## src/rtl/tdm_slot_tx.sv

```systemverilog
module tdm_slot_tx #(
  parameter int LINES     = 6,
  parameter int MAX_SLOTS = 32,
  parameter int SLOT_MAX  = 32,
  parameter int SAMPLE_W  = 24
) (
  input  logic                          clk,
  input  logic                          rst_n,
  input  logic [LINES-1:0]              line_en,
  input  logic [$clog2(MAX_SLOTS)-1:0]  slots_m1,
  input  logic [$clog2(SLOT_MAX)-1:0]   slot_bits_m1,
  input  logic [$clog2(SLOT_MAX)-1:0]   sample_bits_m1,
  input  logic                          fs_slot_long,
  input  logic                          fs_early,
  input  logic                          fs_invert,
  input  logic                          right_just,
  input  logic                          network,
  input  logic                          mask_hi_we,
  input  logic                          mask_lo_we,
  input  logic [MAX_SLOTS/2-1:0]        mask_wdata,
  input  logic                          s_valid,
  output logic                          s_ready,
  input  logic [SAMPLE_W-1:0]           s_data,
  output logic                          fs,
  output logic [LINES-1:0]              sd,
  output logic [LINES-1:0]              sd_oe,
  output logic                          busy,
  output logic                          last_slot,
  output logic                          even_slot,
  output logic                          underrun
);
  localparam int SCW  = $clog2(MAX_SLOTS);
  localparam int BCW  = $clog2(SLOT_MAX);
  localparam int HALF = MAX_SLOTS / 2;

  logic                 running, pre;
  logic [SCW-1:0]       slot_q;
  logic [BCW-1:0]       bit_q;
  logic [MAX_SLOTS-1:0] mask_q;
  logic [LINES-1:0]     lines_q, full_q, oe_q;
  logic [SAMPLE_W-1:0]  hold_q [LINES];
  logic [SLOT_MAX-1:0]  sr_q   [LINES];
  logic                 urun_q;

  logic slot_end, frame_end, stopping, start, slot_on, load, accept;
  logic [SCW-1:0]      next_slot;
  logic [LINES-1:0]    lines_nx, free, pick, take;
  logic [BCW:0]        slot_n, smp_n;
  logic [SLOT_MAX-1:0] smp_mask;

  assign slot_end  = running && (bit_q == slot_bits_m1);
  assign frame_end = slot_end && (slot_q == slots_m1);
  assign stopping  = frame_end && (line_en == '0);
  assign start     = !running && mask_lo_we && (|line_en);
  assign next_slot = (slot_q == slots_m1) ? '0 : slot_q + 1'b1;
  assign slot_on   = network ? mask_q[next_slot] : (next_slot == '0);
  assign lines_nx  = frame_end ? line_en : lines_q;
  assign load      = slot_end && !stopping;
  assign take      = load && slot_on ? (lines_nx & full_q) : '0;

  assign free    = line_en & ~full_q;
  assign pick    = free & (~free + LINES'(1));
  assign s_ready = |free;
  assign accept  = s_valid && s_ready;

  assign slot_n   = {1'b0, slot_bits_m1} + 1'b1;
  assign smp_n    = {1'b0, sample_bits_m1} + 1'b1;
  assign smp_mask = ~({SLOT_MAX{1'b1}} << smp_n);

  function automatic logic [SLOT_MAX-1:0] place(input logic [SAMPLE_W-1:0] w);
    logic [SLOT_MAX-1:0] v;
    v = SLOT_MAX'(w) & smp_mask;
    return right_just ? v << (SLOT_MAX - int'(slot_n)) : v << (SLOT_MAX - int'(smp_n));
  endfunction

  always_ff @(posedge clk or negedge rst_n) begin
    if (!rst_n) begin
      running <= 1'b0;
      pre     <= 1'b0;
      slot_q  <= '0;
      bit_q   <= '0;
      lines_q <= '0;
    end else if (start) begin
      running <= 1'b1;
      pre     <= 1'b1;
      slot_q  <= slots_m1;
      bit_q   <= slot_bits_m1;
      lines_q <= line_en;
    end else if (running) begin
      if (slot_end) begin
        bit_q  <= '0;
        slot_q <= next_slot;
        if (frame_end) begin
          pre     <= 1'b0;
          lines_q <= line_en;
          if (line_en == '0) running <= 1'b0;
        end
      end else begin
        bit_q <= bit_q + 1'b1;
      end
    end
  end

  always_ff @(posedge clk or negedge rst_n) begin
    if (!rst_n) begin
      mask_q <= '0;
    end else begin
      if (mask_hi_we) mask_q[MAX_SLOTS-1:HALF] <= mask_wdata;
      if (mask_lo_we) mask_q[HALF-1:0]         <= mask_wdata;
    end
  end

  always_ff @(posedge clk or negedge rst_n) begin
    if (!rst_n) begin
      full_q <= '0;
      oe_q   <= '0;
      urun_q <= 1'b0;
      for (int l = 0; l < LINES; l++) begin
        hold_q[l] <= '0;
        sr_q[l]   <= '0;
      end
    end else begin
      full_q <= (full_q & ~take) | (accept ? pick : '0);
      urun_q <= load && slot_on && (|(lines_nx & ~full_q));
      for (int l = 0; l < LINES; l++) begin
        if (accept && pick[l]) hold_q[l] <= s_data;
        if (load) begin
          oe_q[l] <= lines_nx[l] && slot_on;
          sr_q[l] <= take[l] ? place(hold_q[l]) : '0;
        end else begin
          if (stopping) oe_q[l] <= 1'b0;
          sr_q[l] <= {sr_q[l][SLOT_MAX-2:0], 1'b0};
        end
      end
    end
  end

  logic aligned_act, early_act, fs_act;
  assign aligned_act = running && !pre && (slot_q == '0) && (fs_slot_long || bit_q == '0);
  assign early_act   = running && ((frame_end && (|line_en)) ||
                       (!pre && fs_slot_long && slot_q == '0 && bit_q != slot_bits_m1));
  assign fs_act      = fs_early ? early_act : aligned_act;
  assign fs          = fs_act ^ fs_invert;

  always_comb begin
    for (int l = 0; l < LINES; l++) sd[l] = sr_q[l][SLOT_MAX-1] & oe_q[l];
  end
  assign sd_oe     = oe_q;
  assign busy      = running;
  assign last_slot = running && !pre && (slot_q == slots_m1);
  assign even_slot = running && !pre && !slot_q[0];
  assign underrun  = urun_q;

  p_idle_quiet_r1: assert property (@(posedge clk) disable iff (!rst_n)
    !running |-> oe_q == '0);

  p_start_lead_r2: assert property (@(posedge clk) disable iff (!rst_n)
    $rose(running) |-> pre && $past(mask_lo_we));

  p_slot_wrap_r3: assert property (@(posedge clk) disable iff (!rst_n)
    last_slot && slot_end && (|line_en) |=> running && slot_q == '0 && bit_q == '0);

  p_sync_one_bit_r4: assert property (@(posedge clk) disable iff (!rst_n)
    fs_act && !fs_slot_long && !(slots_m1 == '0 && slot_bits_m1 == '0) |=> !fs_act);

  p_underrun_driven_r11: assert property (@(posedge clk) disable iff (!rst_n)
    urun_q |-> |oe_q);

  p_stop_on_boundary_r12: assert property (@(posedge clk) disable iff (!rst_n)
    $fell(running) |-> $past(slot_q == slots_m1 && bit_q == slot_bits_m1));

  p_accept_fills_r13: assert property (@(posedge clk) disable iff (!rst_n)
    s_valid && s_ready |=> |full_q);
endmodule

```

## config.mk

```make
export PLATFORM = sky130hd
export DESIGN_NAME = tdm_slot_tx
export DESIGN_NICKNAME = d
export VERILOG_FILES = /design/src/rtl/tdm_slot_tx.sv
export SDC_FILE = /design/constraint.sdc
export NUM_CORES = 1
export LEC_CHECK = 0
export BUFFER_PORTS_ARGS = -buffer_cell sky130_fd_sc_hd__buf_2
export CORE_ASPECT_RATIO = 0.5
export CORE_MARGIN = 5
export CORE_UTILIZATION = 40
export CTS_BUF_LIST = sky130_fd_sc_hd__clkbuf_16
export DETAILED_ROUTE_END_ITERATION = 6
export PLACE_DENSITY_LB_ADDON = 0.2
export SETUP_SLACK_MARGIN = 0.1
export SLEW_MARGIN = 5
export SYNTH_ARGS = -nofsm -noshare
export SYNTH_HDL_FRONTEND = slang
export SYNTH_SLANG_ARGS = --single-unit
```

## constraint.sdc

```tcl
create_clock -name clk -period 3.5 [get_ports clk]
set_input_delay 0.525 -clock clk [delete_from_list [all_inputs] [get_ports clk]]
set_output_delay 0.525 -clock clk [all_outputs]
set_load 0.01 [all_outputs]
```

Yosys cells after proc, flatten, opt, wreduce, memory -nomap -nowiden
Index checks and enable logic that the tools add are counted.
- bits of input ports: 71
- logic and storage cells: 170
- register bits: 399
- output and inout bits: 18
- $lt $le $gt $ge: 1
- multiplexer cells: 51
- bitwise logic cells: 23
- reduce and logical (&&, ||, !) cells: 50
- equal/unequal tests: 3
- shifts and indexed selects: 13
- add/sub/neg operators: 7
- operators with widths (kind ; number):
    32-bit 2-to-1 mux ; 18
    32-bit by 32-bit << shifter with 32-bit output ; 12
    24-bit by 32-bit bitwise AND with 32-bit output ; 6
    6-bit 2-to-1 mux ; 6
    5-bit 2-to-1 mux ; 7
    32-bit inverter ; 1
    32-bit by 6-bit << shifter with 32-bit output (first input constant) ; 1
    1-bit logical AND ; 31
    6-bit bitwise AND ; 5
    1-bit 2-to-1 mux ; 19
    6-bit inverter ; 3
    6-bit OR reduction ; 3
    5-bit logical NOT ; 3
    6-bit by 6-bit subtractor with 7-bit output (first input constant) ; 2
    5-bit by 1-bit adder with 6-bit output (second input constant) ; 2
    5-bit by 1-bit adder with 5-bit output (second input constant) ; 2
    5-bit equality test ; 2
    2-bit nonzero test ; 4
    6-bit by 1-bit adder with 6-bit output (second input constant) ; 1
    1-bit bitwise AND ; 6
    6-bit logical NOT ; 1
    5-bit by 6-bit < comparator with 1-bit output (second input constant) ; 1
    6-bit bitwise OR ; 1
    1-bit binary-select mux with 5-bit select ; 1
    other kinds (6) ; 10

Depth between registers and ports, before layout
- depth after elaboration: 11
- depth in mapped cells: 16
- gate-level depth less buffers: 13

Worst setup path before layout
Ideal clock, no wire load.
- kind: in2reg
- start: input sample_bits_m1[0]
- end: register sr_q[51] (netlist name)
- library setup time: 0.137 ns
- data arrival time: 3.303 ns
- cell stages on the path: 13
- buffers on the path: 4
- required time: 3.363 ns
- path slack: 0.060 ns
- cell sequence: ha_1 buf_6 inv_1 ha_1 ha_1 inv_1 mux2i_1 clkbuf_1 buf_1 clkbuf_1 o21ai_0 a222oi_1 a22oi_1
- longest elaborated chain between the ends: 8
- elaborated cells on any way between the ends: 10
- classes of those cells: add/sub (2); shift (3); mux (3); bitwise (2)
- RTL lines (what ; line ; text):
    start: declaration ; 12 ; input logic [$clog2(SLOT_MAX)-1:0] sample_bits_m1,
    5-bit by 1-bit adder with 6-bit output (*) ; 67 ; assign smp_n = {1'b0, sample_bits_m1} + 1'b1;
    32-bit by 6-bit << shifter with 32-bit output ; 68 ; assign smp_mask = ~({SLOT_MAX{1'b1}} << smp_n);
    32-bit inverter ; 68 ;
    24-bit by 32-bit bitwise AND with 32-bit output ; 72 ; v = SLOT_MAX'(w) & smp_mask;
    32-bit by 32-bit << shifter with 32-bit output ; 73 ; return right_just ? v << (SLOT_MAX - int'(slot_n)) : v << (SLOT_MAX - int'(smp_n));
    32-bit 2-to-1 mux (*) ; 73 ;
    32-bit 2-to-1 mux (*) ; 129 ; sr_q[l] <= take[l] ? place(hold_q[l]) : '0;
    32-bit 2-to-1 mux (*) ; 127 ; if (load) begin
    end signal: indexed assignment ; 129 ;
    end signal: indexed assignment ; 132 ; sr_q[l] <= {sr_q[l][SLOT_MAX-2:0], 1'b0};
    end: declaration ; 42 ; logic [SLOT_MAX-1:0] sr_q [LINES];
Every way passes the cells marked *; elsewhere a longest branch is shown, timed or not.
A chain may end at the register's enable or synchronous reset.

Worst setup path in the final report
- start: input sample_bits_m1[0]
- end: register sr_q[126] (netlist name)
Same word-level chain as after synthesis.

==> metrics.csv <==
stage;metric;value;unit
cts;Root Driver;clkbuf_16;
cells_and_area;area grow syn2layout;32.32;%
synthesis;post-synth net total;2500;
setup_path;Critical Path AT;3940;ps
synthesis;leading cell types by count after synthesis;399 x dfrtp_1, 269 x nand2_1, 211 x mux2_2;
die;IO Count;89;
timing;worst slack on hold paths;179.8;ps
pwr;power per standard cell area;708.3;nW/µm²
grt;number of global-route vias before repair;23566;
synthesis;Top FF cell, synth;dfrtp_1;
die;die span in y;182.2;µm
place;Post-DP HPWL;98.24;mm
grt;pin count of the biggest net entering global routing;138;
synthesis;xor/xnor share of the synthesized area;0.8437;%
routing;initial drt markers;3908;
cells_and_area;FF/Latch Area;9985;µm²
cts;latest clock arrival within the worst-skew pair;590;ps
cells_and_area;share of cells above drive strength 1;37.12;%
routing;final WL;124.1;mm
run;max-cap violation count;0;
timing;normalized max-slew margin;46.10;%
cells_and_area;Final nets;3135;
place;RePlAce Congestion;1.074;
routing;TritonRoute pass-1 iters;7;
die;Core Area;58960;µm²
grt;global-route wire length before repair;176.2;mm
synthesis;async set or reset register ratio after synthesis;100.0;%
setup_path;Critical Path Fanout Max;15;
setup_path;FF-to-FF setup slack;270;ps
routing;antenna-violating nets left;0;
synthesis;Compound-Gate Fraction of Synth Area;27.94;%
die;Initial Util;40.24;%
timing;max-slew violations;0;
routing;Vias per Instance;6.484;
cells_and_area;Ant. Diodes;0;
cts;cts bufs inserted;40;
synthesis;Seq/Total Area, Yosys;42.08;%
die;chip width;354.4;µm
cts;CTS clk-pin slew, worst paths;70;ps
synthesis;adder-cell share of the synthesized area;0.4746;%
setup_path;critical path class;input pin to register;
synthesis;largest family of logic cells by synthesized area;compound AO/OA/AOI/OAI gates;
timing;RSZ-0062 raised after global routing;yes;
timing;setup violators final;0;
timing;crit path time final;3423;ps
synthesis;share of the synthesized area in the top cell type;42.08;%
cells_and_area;post-route cell area;31400;µm²
synthesis;synth warn;0;
setup_path;critical path endpoint category;register;
cells_and_area;area occupied by multi-input gates;13110;µm²
min_path;hold crit path type;input pin to register;
synthesis;top post-synthesis cells by area;dfrtp_1 42%, mux2_2 10%, nand2_1 4.3%;
cts;CTS Buffer Depth;3;
pwr;peak supply drop;0.5745;mV
timing;Fmax;292.1;MHz
routing;# DRC;2;
synthesis;mux share of post-synthesis cell area;13.57;%
cells_and_area;# fillers;5483;
timing;Final period util;97.80;%
die;row count;63;
die;DIE AREA;64590;µm²
synthesis;synth unique cells;93;
grt;GR Overflow Total;0;
place;IO Port Bufs;88;
setup_path;Required @ worst endpoint;4020;ps
cts;CTS tree;yes;
outcome;status;finished, violations left;
setup_path;Critical Path Source Type;input pin;
cells_and_area;final core occ;53.25;%
cts;H-tree Lvls;2;
routing;DR vias;25059;
grt;Total Routing Usage GR;37.48;%
synthesis;Seq cells post-synth;399;
synthesis;most frequent cell after synthesis;dfrtp_1;
synthesis;simple-gate share of the synthesized area;11.50;%
timing;Slew @ Worst Pin;805.6;ps
cts;Clock Sinks;399;
grt;initial antenna violation count;3;
outcome;violated checks;DRC;
synthesis;Syn Inst Count;2420;
routing;drt wl/cell;32.11;µm
synthesis;average cell area after synthesis;9.805;µm²
synthesis;area leader, netlist;dfrtp_1;
timing;Final Hold Fails;0;
place;placed instance area;29950;µm²
synthesis;Post-Synthesis Cell Area;23730;µm²
pwr;Final Power;22240;µW
synthesis;number of enable flip-flop cells after synthesis;0;
pwr;Leakage Power;0.01405;µW
timing;Clock Skew;17.26;ps
==> per-stage QoR <==
stage | cells | TNS (ps) | setup WS, ps
floorplan | 2420 | 0 | 101.8
global placement | 3791 | -37600 | -613.4
detailed placement | 3791 | -41620 | -558.4
CTS | 3864 | 0 | 102.0
global route | 3865 | -10.31 | -10.31
finish | 3865 | 0 | 76.83
==> routing by layer <==
layer | GRT usage [%] | up-vias | part of all wire, % | routed length (µm)
li1 | - | 10620 | - | -
met1 | 56.45 | 12661 | 46 | 56530
met2 | 48.42 | 1596 | 37 | 45820
met3 | 18.24 | 176 | 16 | 19290
met4 | 5.647 | 6 | 1.9 | 2297
met5 | 1.481 | - | 0.13 | 159
==> cell type report <==
class | instances | area share, %
tap | 780 | 3.108
multi-input combinational | 1824 | 41.76
inverter | 13 | 0.1554
clock buffer | 41 | 3.268
clock inverter | 31 | 0.7731
timing repair buffer | 777 | 19.14
sequential | 399 | 31.80
==> path summary, 6_finish.rpt <==
check,start,to,cells after the start
min in group asynchronous,rst_n,slot_q[0],2
max in group asynchronous,rst_n,hold_q[37],3
worst max register to register,slot_q[1],sr_q[126],13
worst min-delay path,mask_wdata[0],mask_q[16],3
worst max-delay path,sample_bits_m1[0],sr_q[126],16
worst min register to register,sr_q[8],sr_q[9],2
==> power by group <==
group	internal [µW]	switching, µW	leakage [µW]
sequential	5710	1670	0.00517
clock	2310	2050	0.000626
combinational	4570	5930	0.00826
==> registers in the layout, indices dropped and copies added, names as in the netlist <==
name and cells:
full_q 6, slot_q 5, hold_q 144, mask_q 32, sr_q 192, sd_oe 6, pre 1, busy 1
bit_q 5, underrun 1, lines_q 6
==> repair_timing <==
item | 4_1_cts | 5_1_grt
setup buffers | 0 | 1
pin swaps | 0 | 1
hold buffers | 1 | 0
endpoints found under the setup margin | 24 | 57
gates resized for setup | 3 | 39
hold endpoints to repair | 48 | 0
==> worst max-delay path, stage by stage <==
cell	delay, ps
buf_2	90
buf_4	220
inv_1	70
ha_1	360
xor2_1	170
buf_4	150
o21ai_4	360
buf_4	200
and2_0	390
a21oi_1	170
buf_4	170
a21oi_1	250
a21oi_1	170
a221oi_2	400
buf_4	170
a21o_1	70
==> cells by family after synthesis <==
logic type,count (synthesis)
buf+inv,197
compound gates,911
mux,284
fa+ha+maj,9
flops,399
xor+xnor,22
simple gates,598
==> placed cells by master, fill, tap and decap left out, types with 10 or more instances in the layout <==
cell         n
nor2_1     139
nor3_1      18
o221ai_1    20
mux2_2     210
a32o_1      46
buf_4      656
nand2_1    268
a32oi_1     49
a21oi_1    123
nor2b_1     10
clkbuf_16   41
and3_1      28
o22ai_1     40
o21ai_0    189
dfrtp_1    399
nand2b_1    22
a21o_1      12
o21ai_1     17
a221oi_1    42
buf_2       87
a22oi_1     63
xnor2_1     14
mux2i_1     62
nand3_1     30
and2_1      16
a211oi_1    25
a22o_1      85
a221o_1     35
inv_1       15
buf_12      30
a211oi_2    11
o211ai_1    24
(Power assumes the default switching activity.)
